**config.mk**
```make
export PLATFORM = sky130hd
export DESIGN_NAME = motor_frame_tx
export DESIGN_NICKNAME = d
export VERILOG_FILES = /design/src/rtl/mfx_pkg.sv /design/src/rtl/mfx_rst_sync.sv /design/src/rtl/mfx_ticker.sv /design/src/rtl/mfx_lane.sv /design/src/rtl/motor_frame_tx.sv
export SDC_FILE = /design/constraint.sdc
export NUM_CORES = 1
export LEC_CHECK = 0
export BUFFER_PORTS_ARGS = -buffer_cell sky130_fd_sc_hd__buf_2
export CAP_MARGIN = 10
export CORE_MARGIN = 2
export CORE_UTILIZATION = 35
export DETAILED_ROUTE_END_ITERATION = 12
export PLACE_DENSITY = 0.66
export SLEW_MARGIN = 40
export SYNTH_ARGS = -nofsm -noshare
export SYNTH_HDL_FRONTEND = slang
export SYNTH_SLANG_ARGS = --single-unit
```
**constraint.sdc**
```tcl
create_clock -name clk -period 2.8 [get_ports clk]
set_input_delay 0.14 -clock clk [delete_from_list [all_inputs] [get_ports clk]]
set_output_delay 0.14 -clock clk [all_outputs]
set_load 0.1 [all_outputs]
```
**src/rtl/mfx_pkg.sv**
```systemverilog
package mfx_pkg;

  localparam int VAL_W       = 11;
  localparam int WORD_W      = 16;
  localparam int SLOT_TICKS  = 19;
  localparam int HIGH_ZERO   = 7;
  localparam int HIGH_ONE    = 14;
  localparam int DATA_SLOTS  = 16;
  localparam int FRAME_SLOTS = 18;
  localparam int CNT_W       = 5;

  // Integrity nibble over the 12-bit {value, flag} word.
  function automatic logic [3:0] nib_fold(input logic [11:0] w);
    return w[11:8] ^ w[7:4] ^ w[3:0];
  endfunction

  function automatic int unsigned rate_kbps(input int unsigned sel);
    case (sel)
      0:       return 150;
      1:       return 300;
      2:       return 600;
      default: return 1200;
    endcase
  endfunction

  // Rounded clocks-per-tick for a given rate select; never below one.
  function automatic int unsigned tick_div(input longint unsigned clk_hz,
                                           input int unsigned sel);
    longint unsigned den;
    longint unsigned q;
    den = longint'(rate_kbps(sel)) * 1000 * SLOT_TICKS;
    q   = (clk_hz + den / 2) / den;
    if (q == 0) q = 1;
    return int'(q);
  endfunction

endpackage

```
**src/rtl/mfx_rst_sync.sv**
```systemverilog
module mfx_rst_sync (
  input  logic clk,
  input  logic rst_n,
  output logic rst_sync_n
);
  logic stage_q;

  always_ff @(posedge clk or negedge rst_n) begin
    if (!rst_n) begin
      stage_q    <= 1'b0;
      rst_sync_n <= 1'b0;
    end else begin
      stage_q    <= 1'b1;
      rst_sync_n <= stage_q;
    end
  end
endmodule

```
**src/rtl/mfx_ticker.sv**
```systemverilog
module mfx_ticker
  import mfx_pkg::*;
#(
  parameter longint unsigned SYS_CLK_HZ = 100_000_000
) (
  input  logic             clk,
  input  logic             rst_n,
  input  logic             start_i,
  input  logic [1:0]       rate_sel_i,
  output logic             load_o,
  output logic             slot_adv_o,
  output logic             busy_n_o,
  output logic [CNT_W-1:0] pos_n_o,
  output logic [CNT_W-1:0] slot_n_o,
  output logic             busy_o,
  output logic             done_o,
  output logic [CNT_W-1:0] pos_o,
  output logic [CNT_W-1:0] slot_o
);
  localparam int unsigned DIV0  = tick_div(SYS_CLK_HZ, 0);
  localparam int unsigned DIV1  = tick_div(SYS_CLK_HZ, 1);
  localparam int unsigned DIV2  = tick_div(SYS_CLK_HZ, 2);
  localparam int unsigned DIV3  = tick_div(SYS_CLK_HZ, 3);
  localparam int          DIV_W = $clog2(DIV0 + 1);
  localparam logic [CNT_W-1:0] LAST_POS  = CNT_W'(SLOT_TICKS - 1);
  localparam logic [CNT_W-1:0] LAST_SLOT = CNT_W'(FRAME_SLOTS - 1);

  logic             busy_q, busy_n;
  logic             done_q, done_n;
  logic [DIV_W-1:0] div_q, div_n, div_sel;
  logic [DIV_W-1:0] pcnt_q, pcnt_n;
  logic [CNT_W-1:0] pos_q, pos_n;
  logic [CNT_W-1:0] slot_q, slot_n;
  logic             accept, tick, cnt_en;

  always_comb begin
    case (rate_sel_i)
      2'd0:    div_sel = DIV_W'(DIV0);
      2'd1:    div_sel = DIV_W'(DIV1);
      2'd2:    div_sel = DIV_W'(DIV2);
      default: div_sel = DIV_W'(DIV3);
    endcase
  end

  assign accept = start_i && !busy_q;
  assign tick   = busy_q && (pcnt_q == div_q - 1'b1);
  assign cnt_en = accept || busy_q;

  // Next-state logic
  always_comb begin
    busy_n = busy_q;
    done_n = 1'b0;
    div_n  = div_q;
    pcnt_n = pcnt_q;
    pos_n  = pos_q;
    slot_n = slot_q;
    if (accept) begin
      busy_n = 1'b1;
      div_n  = div_sel;
      pcnt_n = '0;
      pos_n  = '0;
      slot_n = '0;
    end else if (busy_q) begin
      if (tick) begin
        pcnt_n = '0;
        if (pos_q == LAST_POS) begin
          pos_n = '0;
          if (slot_q == LAST_SLOT) begin
            busy_n = 1'b0;
            done_n = 1'b1;
            slot_n = '0;
          end else begin
            slot_n = slot_q + 1'b1;
          end
        end else begin
          pos_n = pos_q + 1'b1;
        end
      end else begin
        pcnt_n = pcnt_q + 1'b1;
      end
    end
  end

  // Registers
  always_ff @(posedge clk or negedge rst_n) begin
    if (!rst_n) begin
      busy_q <= 1'b0;
      done_q <= 1'b0;
      div_q  <= '0;
      pcnt_q <= '0;
      pos_q  <= '0;
      slot_q <= '0;
    end else begin
      busy_q <= busy_n;
      done_q <= done_n;
      if (accept) div_q <= div_n;
      if (cnt_en) begin
        pcnt_q <= pcnt_n;
        pos_q  <= pos_n;
        slot_q <= slot_n;
      end
    end
  end

  assign load_o     = accept;
  assign slot_adv_o = tick && (pos_q == LAST_POS);
  assign busy_n_o   = busy_n;
  assign pos_n_o    = pos_n;
  assign slot_n_o   = slot_n;
  assign busy_o     = busy_q;
  assign done_o     = done_q;
  assign pos_o      = pos_q;
  assign slot_o     = slot_q;


  div_hold_chk: assert property (@(posedge clk) disable iff (!rst_n)
    (busy_q && $past(busy_q)) |-> $stable(div_q));

  pos_range_chk: assert property (@(posedge clk) disable iff (!rst_n)
    pos_q <= LAST_POS);

  slot_range_chk: assert property (@(posedge clk) disable iff (!rst_n)
    slot_q <= LAST_SLOT);

  busy_hold_chk: assert property (@(posedge clk) disable iff (!rst_n)
    (busy_q && !tick) |=> busy_q);
endmodule

```
**src/rtl/mfx_lane.sv**
```systemverilog
module mfx_lane
  import mfx_pkg::*;
(
  input  logic             clk,
  input  logic             rst_n,
  input  logic             load_i,
  input  logic [VAL_W-1:0] value_i,
  input  logic             telem_i,
  input  logic             slot_adv_i,
  input  logic             busy_n_i,
  input  logic [CNT_W-1:0] pos_n_i,
  input  logic [CNT_W-1:0] slot_n_i,
  output logic             pulse_o
);
  localparam logic [CNT_W-1:0] HI0    = CNT_W'(HIGH_ZERO);
  localparam logic [CNT_W-1:0] HI1    = CNT_W'(HIGH_ONE);
  localparam logic [CNT_W-1:0] NDATA  = CNT_W'(DATA_SLOTS);

  logic [WORD_W-1:0] shreg_q, shreg_n;
  logic [11:0]       body;
  logic [CNT_W-1:0]  hi_len;
  logic              pulse_q, pulse_n;
  logic              sh_en;

  assign body  = {value_i, telem_i};
  assign sh_en = load_i || slot_adv_i;

  // Next-state logic
  always_comb begin
    shreg_n = shreg_q;
    if (load_i)          shreg_n = {body, nib_fold(body)};
    else if (slot_adv_i) shreg_n = {shreg_q[WORD_W-2:0], 1'b0};
    hi_len  = shreg_n[WORD_W-1] ? HI1 : HI0;
    pulse_n = busy_n_i && (slot_n_i < NDATA) && (pos_n_i < hi_len);
  end

  // Registers
  always_ff @(posedge clk or negedge rst_n) begin
    if (!rst_n) begin
      shreg_q <= '0;
      pulse_q <= 1'b0;
    end else begin
      if (sh_en) shreg_q <= shreg_n;
      pulse_q <= pulse_n;
    end
  end

  assign pulse_o = pulse_q;


  first_high_chk: assert property (@(posedge clk) disable iff (!rst_n)
    load_i |=> pulse_q);
endmodule

```
**src/rtl/motor_frame_tx.sv**
```systemverilog
module motor_frame_tx
  import mfx_pkg::*;
#(
  parameter int              NCH        = 4,
  parameter longint unsigned SYS_CLK_HZ = 100_000_000
) (
  input  logic               clk,
  input  logic               rst_n,
  input  logic               start_i,
  input  logic [1:0]         rate_sel_i,
  input  logic [NCH*VAL_W-1:0] value_i,
  input  logic [NCH-1:0]     telem_i,
  output logic               busy_o,
  output logic               done_o,
  output logic [NCH-1:0]     pulse_o
);
  localparam logic [CNT_W-1:0] NDATA = CNT_W'(DATA_SLOTS);

  logic             rst_sync_n;
  logic             load, slot_adv, busy_n;
  logic [CNT_W-1:0] pos_n, slot_n, pos_q, slot_q;

  mfx_rst_sync u_rst (
    .clk        (clk),
    .rst_n      (rst_n),
    .rst_sync_n (rst_sync_n)
  );

  mfx_ticker #(.SYS_CLK_HZ(SYS_CLK_HZ)) u_tick (
    .clk        (clk),
    .rst_n      (rst_sync_n),
    .start_i    (start_i),
    .rate_sel_i (rate_sel_i),
    .load_o     (load),
    .slot_adv_o (slot_adv),
    .busy_n_o   (busy_n),
    .pos_n_o    (pos_n),
    .slot_n_o   (slot_n),
    .busy_o     (busy_o),
    .done_o     (done_o),
    .pos_o      (pos_q),
    .slot_o     (slot_q)
  );

  for (genvar g = 0; g < NCH; g++) begin : g_lane
    mfx_lane u_lane (
      .clk        (clk),
      .rst_n      (rst_sync_n),
      .load_i     (load),
      .value_i    (value_i[g*VAL_W +: VAL_W]),
      .telem_i    (telem_i[g]),
      .slot_adv_i (slot_adv),
      .busy_n_i   (busy_n),
      .pos_n_i    (pos_n),
      .slot_n_i   (slot_n),
      .pulse_o    (pulse_o[g])
    );
  end


  idle_low_chk: assert property (@(posedge clk) disable iff (!rst_sync_n)
    !busy_o |-> (pulse_o == '0));

  done_single_chk: assert property (@(posedge clk) disable iff (!rst_sync_n)
    done_o |=> !done_o);

  done_end_chk: assert property (@(posedge clk) disable iff (!rst_sync_n)
    done_o |-> (!busy_o && $past(busy_o)));

  lanes_aligned_chk: assert property (@(posedge clk) disable iff (!rst_sync_n)
    (busy_o && pos_q == '0 && slot_q < NDATA) |-> (pulse_o == '1));

  reset_slots_low_chk: assert property (@(posedge clk) disable iff (!rst_sync_n)
    (busy_o && slot_q >= NDATA) |-> (pulse_o == '0));
endmodule

```
==> results of run 1 <==
worst min path at each step:
stage / startpoint / end / slack, ns / depth (start not counted)
after global routing: rate_sel_i[0] / u_tick.div_q[5] / 0.04 / 2
after global placement: rst_n / u_rst.stage_q / -0.07 / 1
after detailed placement: rst_n / u_rst.stage_q / -0.07 / 1
after floorplan: rst_n / u_rst.rst_sync_n / -0.16 / 0
final: rate_sel_i[1] / u_tick.div_q[5] / 0.03 / 2
after CTS: rate_sel_i[1] / u_tick.div_q[5] / 0.02 / 2
repair_timing:
item,in CTS,in global routing
hold buffers,1,0
pin swaps,2,5
endpoints found under the hold margin,2,0
setup endpoints to repair,4,41
resized for setup,6,17
setup buffers,9,5
routing by layer:
metal / up-vias / global-route usage (%) / part of all wire [%] / routed length [um]
met1: 1943 / 22.2 / 47 / 5410
met2: 95 / 26.5 / 47 / 5370
met4: 0 / 6.18 / 1.9 / 221
met3: 21 / 3.70 / 4.2 / 484
met5: - / 0 / 0 / 0
li1: 2005 / - / - / -
cell usage after synthesis, types with 7 or more instances:
cell type,n
inv_1,16
ha_1,10
dfrtp_1,94
a21oi_1,11
buf_2,7
xor2_1,10
o21ai_0,17
a31oi_1,56
nor2_1,67
xnor2_1,31
nand2_1,137
nand3_1,12
clkbuf_1,22
stage by stage:
step / instance area (um^2) / utilization [%] / setup WS [ns] / hold slack [ns] / TNS, ns
global route: 5870 / 43.8 / -0.0412 / 0.0414 / -0.0967
floorplan: 4850 / - / 0.0355 / -0.156 / 0
CTS: 5750 / 42.9 / 0.0310 / 0.0183 / 0
finish: 5870 / 43.8 / 0.0881 / 0.0253 / 0
detailed placement: 5340 / 39.9 / -0.0921 / -0.0719 / -0.192
global placement: 5340 / 39.9 / 0.0941 / -0.0738 / 0
report_power, final:
part | internal (mW) | switching [mW] | total (mW)
logic | 0.557 | 0.746 | 1.30
clock network | 0.712 | 0.502 | 1.21
registers | 1.59 | 0.197 | 1.79
total | 2.86 | 1.45 | 4.30
cell type report:
class / instances / share of cell area, %
Clock inverter: 3 / 0.767
Sequential cell: 94 / 40.1
Tap cell: 176 / 3.75
Multi-Input combinational cell: 413 / 41.1
Clock buffer: 12 / 4.20
Timing Repair Buffer: 86 / 8.99
Inverter: 16 / 1.02
cells by family (layout without fill, tap and decap cells):
kind of cell / Yosys count / in the layout
and+or+nand+nor: 251 / 251
xor gates and xnor gates: 41 / 41
DFF: 94 / 94
muxes: 4 / 4
buffers and inverters: 49 / 117
adders and majority gates: 10 / 10
AOI/OAI and AO/OA: 106 / 106
other: 1 / 1
worst max-delay path, stage by stage (launching register included):
cell and delay, ns:
dfrtp_1 0.48, nor4_4 0.35, and3_1 0.25, nor2_1 0.11, nor4_4 0.26, buf_4 0.21
mux2i_1 0.26, nand2b_4 0.16, inv_1 0.04, ha_1 0.29, a311oi_2 0.20
state kept, by name, summed over array words and instances (netlist names), 4 cells and up:
register,flops
g_lane.u_lane.shreg_q,64
u_tick.pcnt_q,6
g_lane.u_lane.pulse_o,4
u_tick.pos_o,5
u_tick.div_q,6
u_tick.slot_o,5
==> results.ini, run 1 <==
[run_status]
outcome = finished clean

[clock_tree]
path_clk_slew_ns = 0.06
cts_inserted_buffers = 9
htreeDepth = 3
cts_buffer_depth = 2
clock_sinks = 94
clk_latency_ns = 0.35
root_buffer = clkbuf_16
cts_tree = done

[layout]
area_growth_pct = 21.2
nets = 683
final_cell_mix = nand2_1 (137), dfrtp_1 (92), nor2_1 (67)
fin_cells = 800
multi_input_area_um2 = 2420
regArea_um2 = 2360
mostFrequentLayoutCell = nand2_1
fillers = 1309
drive_gt1_share_pct = 19.6
antenna_cells = 0

[pwr]
peakVddDrop_v = 0.000325
p_leak_nw = 2.66
p_per_area_nw_per_um2 = 733
finalPower_mw = 4.30

[yosys]
synth_cell_types = 41
synth_fa_ha_area_share_pct = 2.58
synth_top_family_by_area = simple AND/OR/NAND/NOR gates
yosysSeqAreaShare_pct = 48.6
synth_fp_nets = 619
synth_edf_count = 0
synth_warnings = 0
synth_area_um2 = 4840
synth_top_cells_by_area = dfrtp_1 (49%), nand2_1 (11%), a31oi_1 (7.2%)
synth.mux.area_fraction_pct = 0.826
synth_xor_area_share_pct = 7.41
yosysTopAreaCell = dfrtp_1
synth_top_area_share_pct = 48.6
syn_area_per_cell_um2 = 8.71
synth-main-ff-cell = dfrtp_1
ys_ff_latch = 94
synthSimpleGateAreaFrac_pct = 22.2
synth_compound_area_share_pct = 14.1
synth_cells = 556
async_flop_share_pct = 100

[worst_setup_path]
cp-startpoint = u_tick.div_q[2]
worstSetupStartpointType = flop
ff2ff_path_depth = 10
critPathCapture = g_lane[0].u_lane.pulse_o
cp_data_arrival_time_ns = 2.97
r2r_start = u_tick.div_q[2]
r2r_slack_ns = 0.09
cp.required_ns = 3.06
rr_endpoint = g_lane[0].u_lane.pulse_o
crit_path_max_fanout = 7
crit_type = flop to flop
cp-end-kind = flop

[global_routing]
grt_overflow_total = 0
grt_pass1_vias = 4112
grt_pass1_wl_um = 19600
antenna_found_initial = 0
grtUsageTotal_pct = 16.6
grt_max_degree = 59

[die]
fp-row-count = 42
die_w_um = 122
ioPinCount = 59
start_util_pct = 36.2
coreArea_um2 = 13400
die-area_um2 = 14800
die_height_um = 122

[routing]
wirelength_um = 11500
ant_nets = 0
drt-initial-drc-count = 261
drtPass1Iterations = 4
viasPerCell = 5.08
wire_per_inst_um = 14.3
drc_errors = 0
dr_total_vias = 4064

[place]
gp_congestion = 0.918
placedCellCount = 770
portBuffers = 58
place_hpwl_um = 7720

[timing]
fmax_mhz = 369
drv_slew = 0
slew_headroom_pct = 65.5
min_period_over_period_pct = 96.9
setup_violations = 0
period_needed_ns = 2.71
final_hold_viol_count = 0
worst_slew_pin_slew_ns = 0.516
fin_skew_ns = 0.00981

[job]
maxCapViolCount = 0

[worst_hold_path]
hp-class = primary input to flop

(Power assumes the default switching activity.)
==> run 2, diff against run 1 <==
CORE_UTILIZATION = 50   (was 35)
PLACE_DENSITY = 0.84   (was 0.66)
==> results.ini, run 2 (synthesis results as in run 1) <==
[die]
start_util_pct = 51.9  ; +16 points
die_w_um = 102  ; -16%
fp-row-count = 35  ; -17%
coreArea_um2 = 9330  ; -30%
ioPinCount = 59  ; unchanged
die_height_um = 102  ; -16%
die-area_um2 = 10500  ; -29%

[pwr]
p_sw_mw = 1.32  ; -8.4%
p_leak_nw = 2.54  ; -4.5%
swShare_pct = 35.6  ; +2.0 points
combPwrFrac_pct = 28.7  ; -1.6 points
finalPower_mw = 3.72  ; -13%
clockPowerShare_pct = 23.4  ; -4.8 points
peakVddDrop_v = 0.000306  ; -5.9%
p_per_area_nw_per_um2 = 674  ; -8.1%
p_int_mw = 2.40  ; -16%
seq_power_share_pct = 47.9  ; +6.4 points

[worst_setup_path]
r2r_start = u_tick.div_q[1]
cp_data_arrival_time_ns = 2.99  ; +0.02 ns
cp.required_ns = 3.06  ; about the same
worstSetupStartpointType = flop
cp-end-kind = flop
crit_type = flop to flop
cp-startpoint = u_tick.div_q[1]
crit_path_max_fanout = 5  ; -2
crit_family = compound AO/OA/AOI/OAI gates
cpPeakStageDelay_ns = 0.59  ; +0.11 ns
critical_path.slowest_cell = or4_1
crit_buf_inv = 2  ; unchanged
worstPathCellList = inv_1 -> ha_1 -> and2_1 -> a211o_1 -> a32oi_2 -> buf_4 -> or4_1 -> o21ai_1 -> o211ai_1 -> a311oi_1

[routing]
wire_per_inst_um = 14.6  ; +1.5%
drtPass1Iterations = 5  ; +1
viasPerCell = 5.54  ; +9.1%
ant_nets = 0  ; unchanged
wirelength_um = 10800  ; -5.7%
dr_total_vias = 4117  ; +1.3%
drt-initial-drc-count = 256  ; -1.9%
drc_errors = 0  ; unchanged

[job]
maxCapViolCount = 0  ; unchanged

[timing]
drv_slew = 0  ; unchanged
rsz0062_at_grt = yes
fmax_mhz = 367  ; -0.39%
worst_slew_pin_slew_ns = 0.560  ; +0.0443 ns
slew_headroom_pct = 62.7  ; -2.8 points
final_hold_viol_count = 0  ; unchanged
min_period_over_period_pct = 97.2  ; +0.38 points
fin_skew_ns = 0.00567  ; -0.00414 ns
period_needed_ns = 2.72  ; +0.0107 ns
setup_violations = 0  ; unchanged
hold_ws_ns = 0.0182  ; -0.00714 ns
setup_slack_ns = 0.0774  ; -0.0107 ns

[worst_hold_path]
worstHoldStart = rate_sel_i[1]
hp-class = primary input to flop

[place]
place_hpwl_um = 7420  ; -3.9%
placed_area_um2 = 5270  ; -1.4%
portBuffers = 58  ; unchanged
post-place-ws_ns = -0.134  ; -0.0418 ns
gp_congestion = 0.893  ; -2.7%

[clock_tree]
cts_inserted_buffers = 9  ; unchanged
clock_sinks = 94  ; unchanged
cts_buffer_depth = 2  ; unchanged
root_buffer = clkbuf_8
clk_latency_ns = 0.36  ; about the same
htreeDepth = 3  ; unchanged
cts_tree = done
path_clk_slew_ns = 0.09  ; +0.03 ns

[layout]
final_core_util_pct = 59.2  ; +15 points
regMostFlops = g_lane.u_lane.shreg_q
mostFrequentLayoutCell = nand2_1
largest_reg_flops = 64  ; unchanged
drive_gt1_share_pct = 16.1  ; -3.4 points
antenna_cells = 0  ; unchanged
final_cell_mix = nand2_1 (137), dfrtp_1 (93), nor2_1 (67)
stdcell_area_um2 = 5530  ; -5.9%
nets = 672  ; -1.6%
top_regs = g_lane.u_lane.shreg_q x64, u_tick.div_q x6, u_tick.pcnt_q x6
area_growth_pct = 14.1

[global_routing]
antenna_found_initial = 0  ; unchanged
top_usage_layer = met2
grt_pass1_vias = 3911  ; -4.9%
use_met1_pct = 29.3  ; +7.1 points
grt_max_degree = 59  ; unchanged
grtUsageTotal_pct = 21.8  ; +5.1 points
grt_overflow_total = 0  ; unchanged
met2_usage_pct = 35.4  ; +8.8 points
grt_pass1_wl_um = 17900  ; -8.4%
gr-usage-met3_pct = 3.90  ; +0.20 points

[run_status]
outcome = finished clean

==> run 2: cell count changes in the layout (fill, tap and decap cells not counted), moves of 4 or more <==
cell,before,now
buf_4,25,13
clkbuf_16,9,0
clkbuf_8,1,9
clkinv_2,0,4
==> run 2: stage by stage <==
step / setup TNS (ns) / cells
after floorplan: 0 / 556
after global placement: 0 / 723
after detailed placement: -0.433 / 723
after CTS: 0 / 742
after global routing: -0.538 / 743
final: 0 / 743
==> run 2: path summary, 6_finish.rpt <==
kind / cells after the start / slack (ns) / endpoint
worst max-delay path: 10 / 0.08 / g_lane[2].u_lane.pulse_o
worst min-delay path: 2 / 0.02 / u_tick.div_q[5]
worst max register to register: 10 / 0.08 / g_lane[2].u_lane.pulse_o
worst min register to register: 0 / 0.32 / u_tick.div_q[3]
max in group asynchronous: 1 / 1.81 / g_lane[1].u_lane.shreg_q[2]
min in group asynchronous: 2 / 0.08 / u_rst.stage_q
==> run 2: power by group through the flow <==
stage / Sequential (mW) / Clock, mW / Combinational, mW
5_1_grt: 1.81 / 0.945 / 1.18
4_1_cts: 1.77 / 0.879 / 1.04
6_report: 1.78 / 0.869 / 1.07
3_5_place_dp: 1.80 / 0 / 1.02
2_1_floorplan: 1.75 / 0 / 0.802
3_3_place_gp: 1.79 / 0 / 0.958
==> run 2: routing by layer <==
layer | share of wire, % | up-vias
met1 | 43 | 1971
met4 | 2.0 | 0
met2 | 48 | 143
met5 | 0 | -
li1 | - | 1984
met3 | 6.1 | 19
==> run 2: cell type report <==
class                   instances  area [um^2]
inverters                      16         60.1
clock buffers                  11          131
repair buffers                 75          440
well taps                     129          161
fillers                       778         3800
flip-flops and latches         94         2360
clock inverters                 5         50.0
multi-input cells             413         2330
==> run 2: repair_timing <==
item / 4_1_cts / 5_1_grt
gates resized for setup: 3 / 6
gates cloned: 0 / 0
setup endpoints to repair: 5 / 14
pin swaps: 1 / 4
endpoints found under the hold margin: 2 / 0
hold buffers: 1 / 0
buffers inserted: 2 / 1
==> run 3, diff against run 2 <==
CORE_MARGIN = unset   (was 2)
==> results.ini, run 3 (synthesis results as in run 1) <==
[clock_tree]
cts_buffer_depth = 2  ; unchanged
htreeDepth = 3  ; unchanged
cts_tree = done
clk_latency_ns = 0.37  ; about the same
clock_sinks = 94  ; unchanged
path_clk_slew_ns = 0.10  ; about the same
postCtsSetupRepairBufs = 0  ; -2
root_buffer = clkbuf_8
cts_inserted_buffers = 9  ; unchanged

[worst_setup_path]
crit_path_max_fanout = 5  ; unchanged
cpPeakStageDelay_ns = 0.42  ; -0.17 ns
r2r_start = u_tick.div_q[1]
r2r_slack_ns = 0.12  ; +0.05 ns
ff2ff_path_depth = 10  ; unchanged
cp-end-kind = flop
critical_path.slowest_cell = dfrtp_1
critPathMostFrequentCell = ha_1
crit_type = flop to flop
cp.required_ns = 3.07  ; about the same
rr_endpoint = g_lane[2].u_lane.pulse_o
worstSetupStartpointType = flop
cp_data_arrival_time_ns = 2.95  ; -0.04 ns
worstPathCellList = inv_1 -> ha_1 -> xor2_2 -> and3_4 -> o211a_1 -> nand2_2 -> or3_4 -> a21oi_4 -> ha_1 -> a311oi_1

[layout]
mostFrequentLayoutCell = nand2_1
final_cell_mix = nand2_1 (136), dfrtp_1 (93), nor2_1 (67)
antenna_cells = 0  ; unchanged
area_growth_pct = 15.8
regMostFlops = g_lane.u_lane.shreg_q
fin_cells = 742  ; -0.13%
nets = 671  ; -0.15%
drive_gt1_share_pct = 16.8  ; +0.68 points
largest_reg_flops = 64  ; unchanged
top_regs = g_lane.u_lane.shreg_q x64, u_tick.div_q x6, u_tick.pcnt_q x6

[timing]
final_hold_viol_count = 0  ; unchanged
fin_skew_ns = 0.0136  ; +0.00795 ns
worst_slew_pin_slew_ns = 0.552  ; -0.00777 ns
setup_slack_ns = 0.124  ; +0.0465 ns
min_period_over_period_pct = 95.6  ; -1.7 points
drv_slew = 0  ; unchanged
period_needed_ns = 2.68  ; -0.0465 ns
fmax_mhz = 374  ; +1.7%
setup_violations = 0  ; unchanged
slew_headroom_pct = 63.1  ; +0.38 points

[place]
placedCellCount = 723  ; unchanged
portBuffers = 58  ; unchanged
post-place-ws_ns = -0.0744  ; +0.0595 ns
gp_congestion = 0.898  ; +0.52%
place_hpwl_um = 7220  ; -2.7%

[routing]
wirelength_um = 10500  ; -3.2%
wire_per_inst_um = 14.1  ; -3.1%
drc_errors = 0  ; unchanged
drtPass1Iterations = 4  ; -1
drt-initial-drc-count = 256  ; unchanged
dr_total_vias = 4096  ; -0.51%
ant_nets = 0  ; unchanged
viasPerCell = 5.52  ; -0.38%

[global_routing]
grt_max_degree = 63  ; +6.8%
grtUsageTotal_pct = 22.4  ; +0.64 points
antenna_found_initial = 0  ; unchanged
grt_pass1_vias = 3826  ; -2.2%
grt_overflow_total = 0  ; unchanged
grt_pass1_wl_um = 17900  ; -0.27%

[die]
fp-row-count = 35  ; unchanged
die_w_um = 100  ; -2.0%
ioPinCount = 59  ; unchanged
die_height_um = 100  ; -2.0%
die-area_um2 = 10100  ; -3.9%
coreArea_um2 = 9330  ; unchanged
start_util_pct = 51.9  ; unchanged

[worst_hold_path]
worstHoldEndpoint = u_tick.div_q[0]
hp-class = primary input to flop
hold_depth = 2  ; unchanged
worstHoldStart = rate_sel_i[0]

[pwr]
peakVddDrop_v = 0.000414  ; +35%
p_per_area_nw_per_um2 = 694  ; +3.0%
p_leak_nw = 2.56  ; +0.99%

[job]
maxCapViolCount = 0  ; unchanged

[run_status]
outcome = finished clean

[run 3: repair_timing]
item	4_1_cts	5_1_grt
endpoints found under the hold margin	3	0
gates resized for setup	1	14
hold buffers	3	0
pin swaps	1	1
setup endpoints to repair	4	4
[run 3: cell type report]
type / count / area [um^2]
inverters: 16 / 60.1
flip-flops and latches: 94 / 2360
well taps: 129 / 161
clock buffers: 10 / 138
repair buffers: 74 / 447
fillers: 788 / 3720
clock inverters: 6 / 91.3
multi-input cells: 413 / 2360
[run 3: how the worst max path moves through the flow]
stage	start	end	slack, ns	depth (start not counted)
2_1_floorplan	u_tick.busy_o	g_lane[0].u_lane.pulse_o	0.04	7
3_3_place_gp	u_tick.div_q[1]	g_lane[0].u_lane.pulse_o	0.07	10
3_5_place_dp	u_tick.div_q[1]	g_lane[3].u_lane.pulse_o	-0.07	10
4_1_cts	u_tick.div_q[1]	g_lane[3].u_lane.pulse_o	0.01	10
5_1_grt	u_tick.div_q[1]	g_lane[3].u_lane.pulse_o	-0.001	10
6_report	u_tick.div_q[1]	g_lane[2].u_lane.pulse_o	0.12	10
[run 3: worst max-delay path: cells and delay by family, from the launching register on]
kind                     cells  cell delay [ns]
XOR/XNOR                     1             0.20
AND/OR/NAND/NOR              3             0.73
AO/OA/AOI/OAI                3             0.61
adder cells (fa/ha/maj)      2             0.56
flip-flops                   1             0.42
buffers and inverters        1             0.06
[run 3: power breakdown]
group / internal, mW / switching, mW
sequential: 1.59 / 0.193
combinational: 0.421 / 0.674
clock: 0.534 / 0.483
total: 2.54 / 1.35
[run 3: per-stage QoR]
step	hold slack, ns	power (mW)	util, %	TNS [ns]	instance area, um^2
finish	0.0284	3.89	60.1	0	5610
global route	0.0492	4.11	60.1	-0.00120	5610
global placement	-0.0754	2.75	56.6	0	5280
CTS	0.0201	3.86	59.5	0	5550
floorplan	-0.156	2.56	-	0	4850
detailed placement	-0.0725	2.82	56.6	-0.142	5280
[run 3: metal layers]
layer / vias up / track usage, % / share of wire (%)
met3: 6 / 2.99 / 5.0
met5: - / 0 / 0
li1: 1989 / - / -
met2: 114 / 36.1 / 49
met1: 1987 / 31.2 / 45
met4: 0 / 8.14 / 0.65
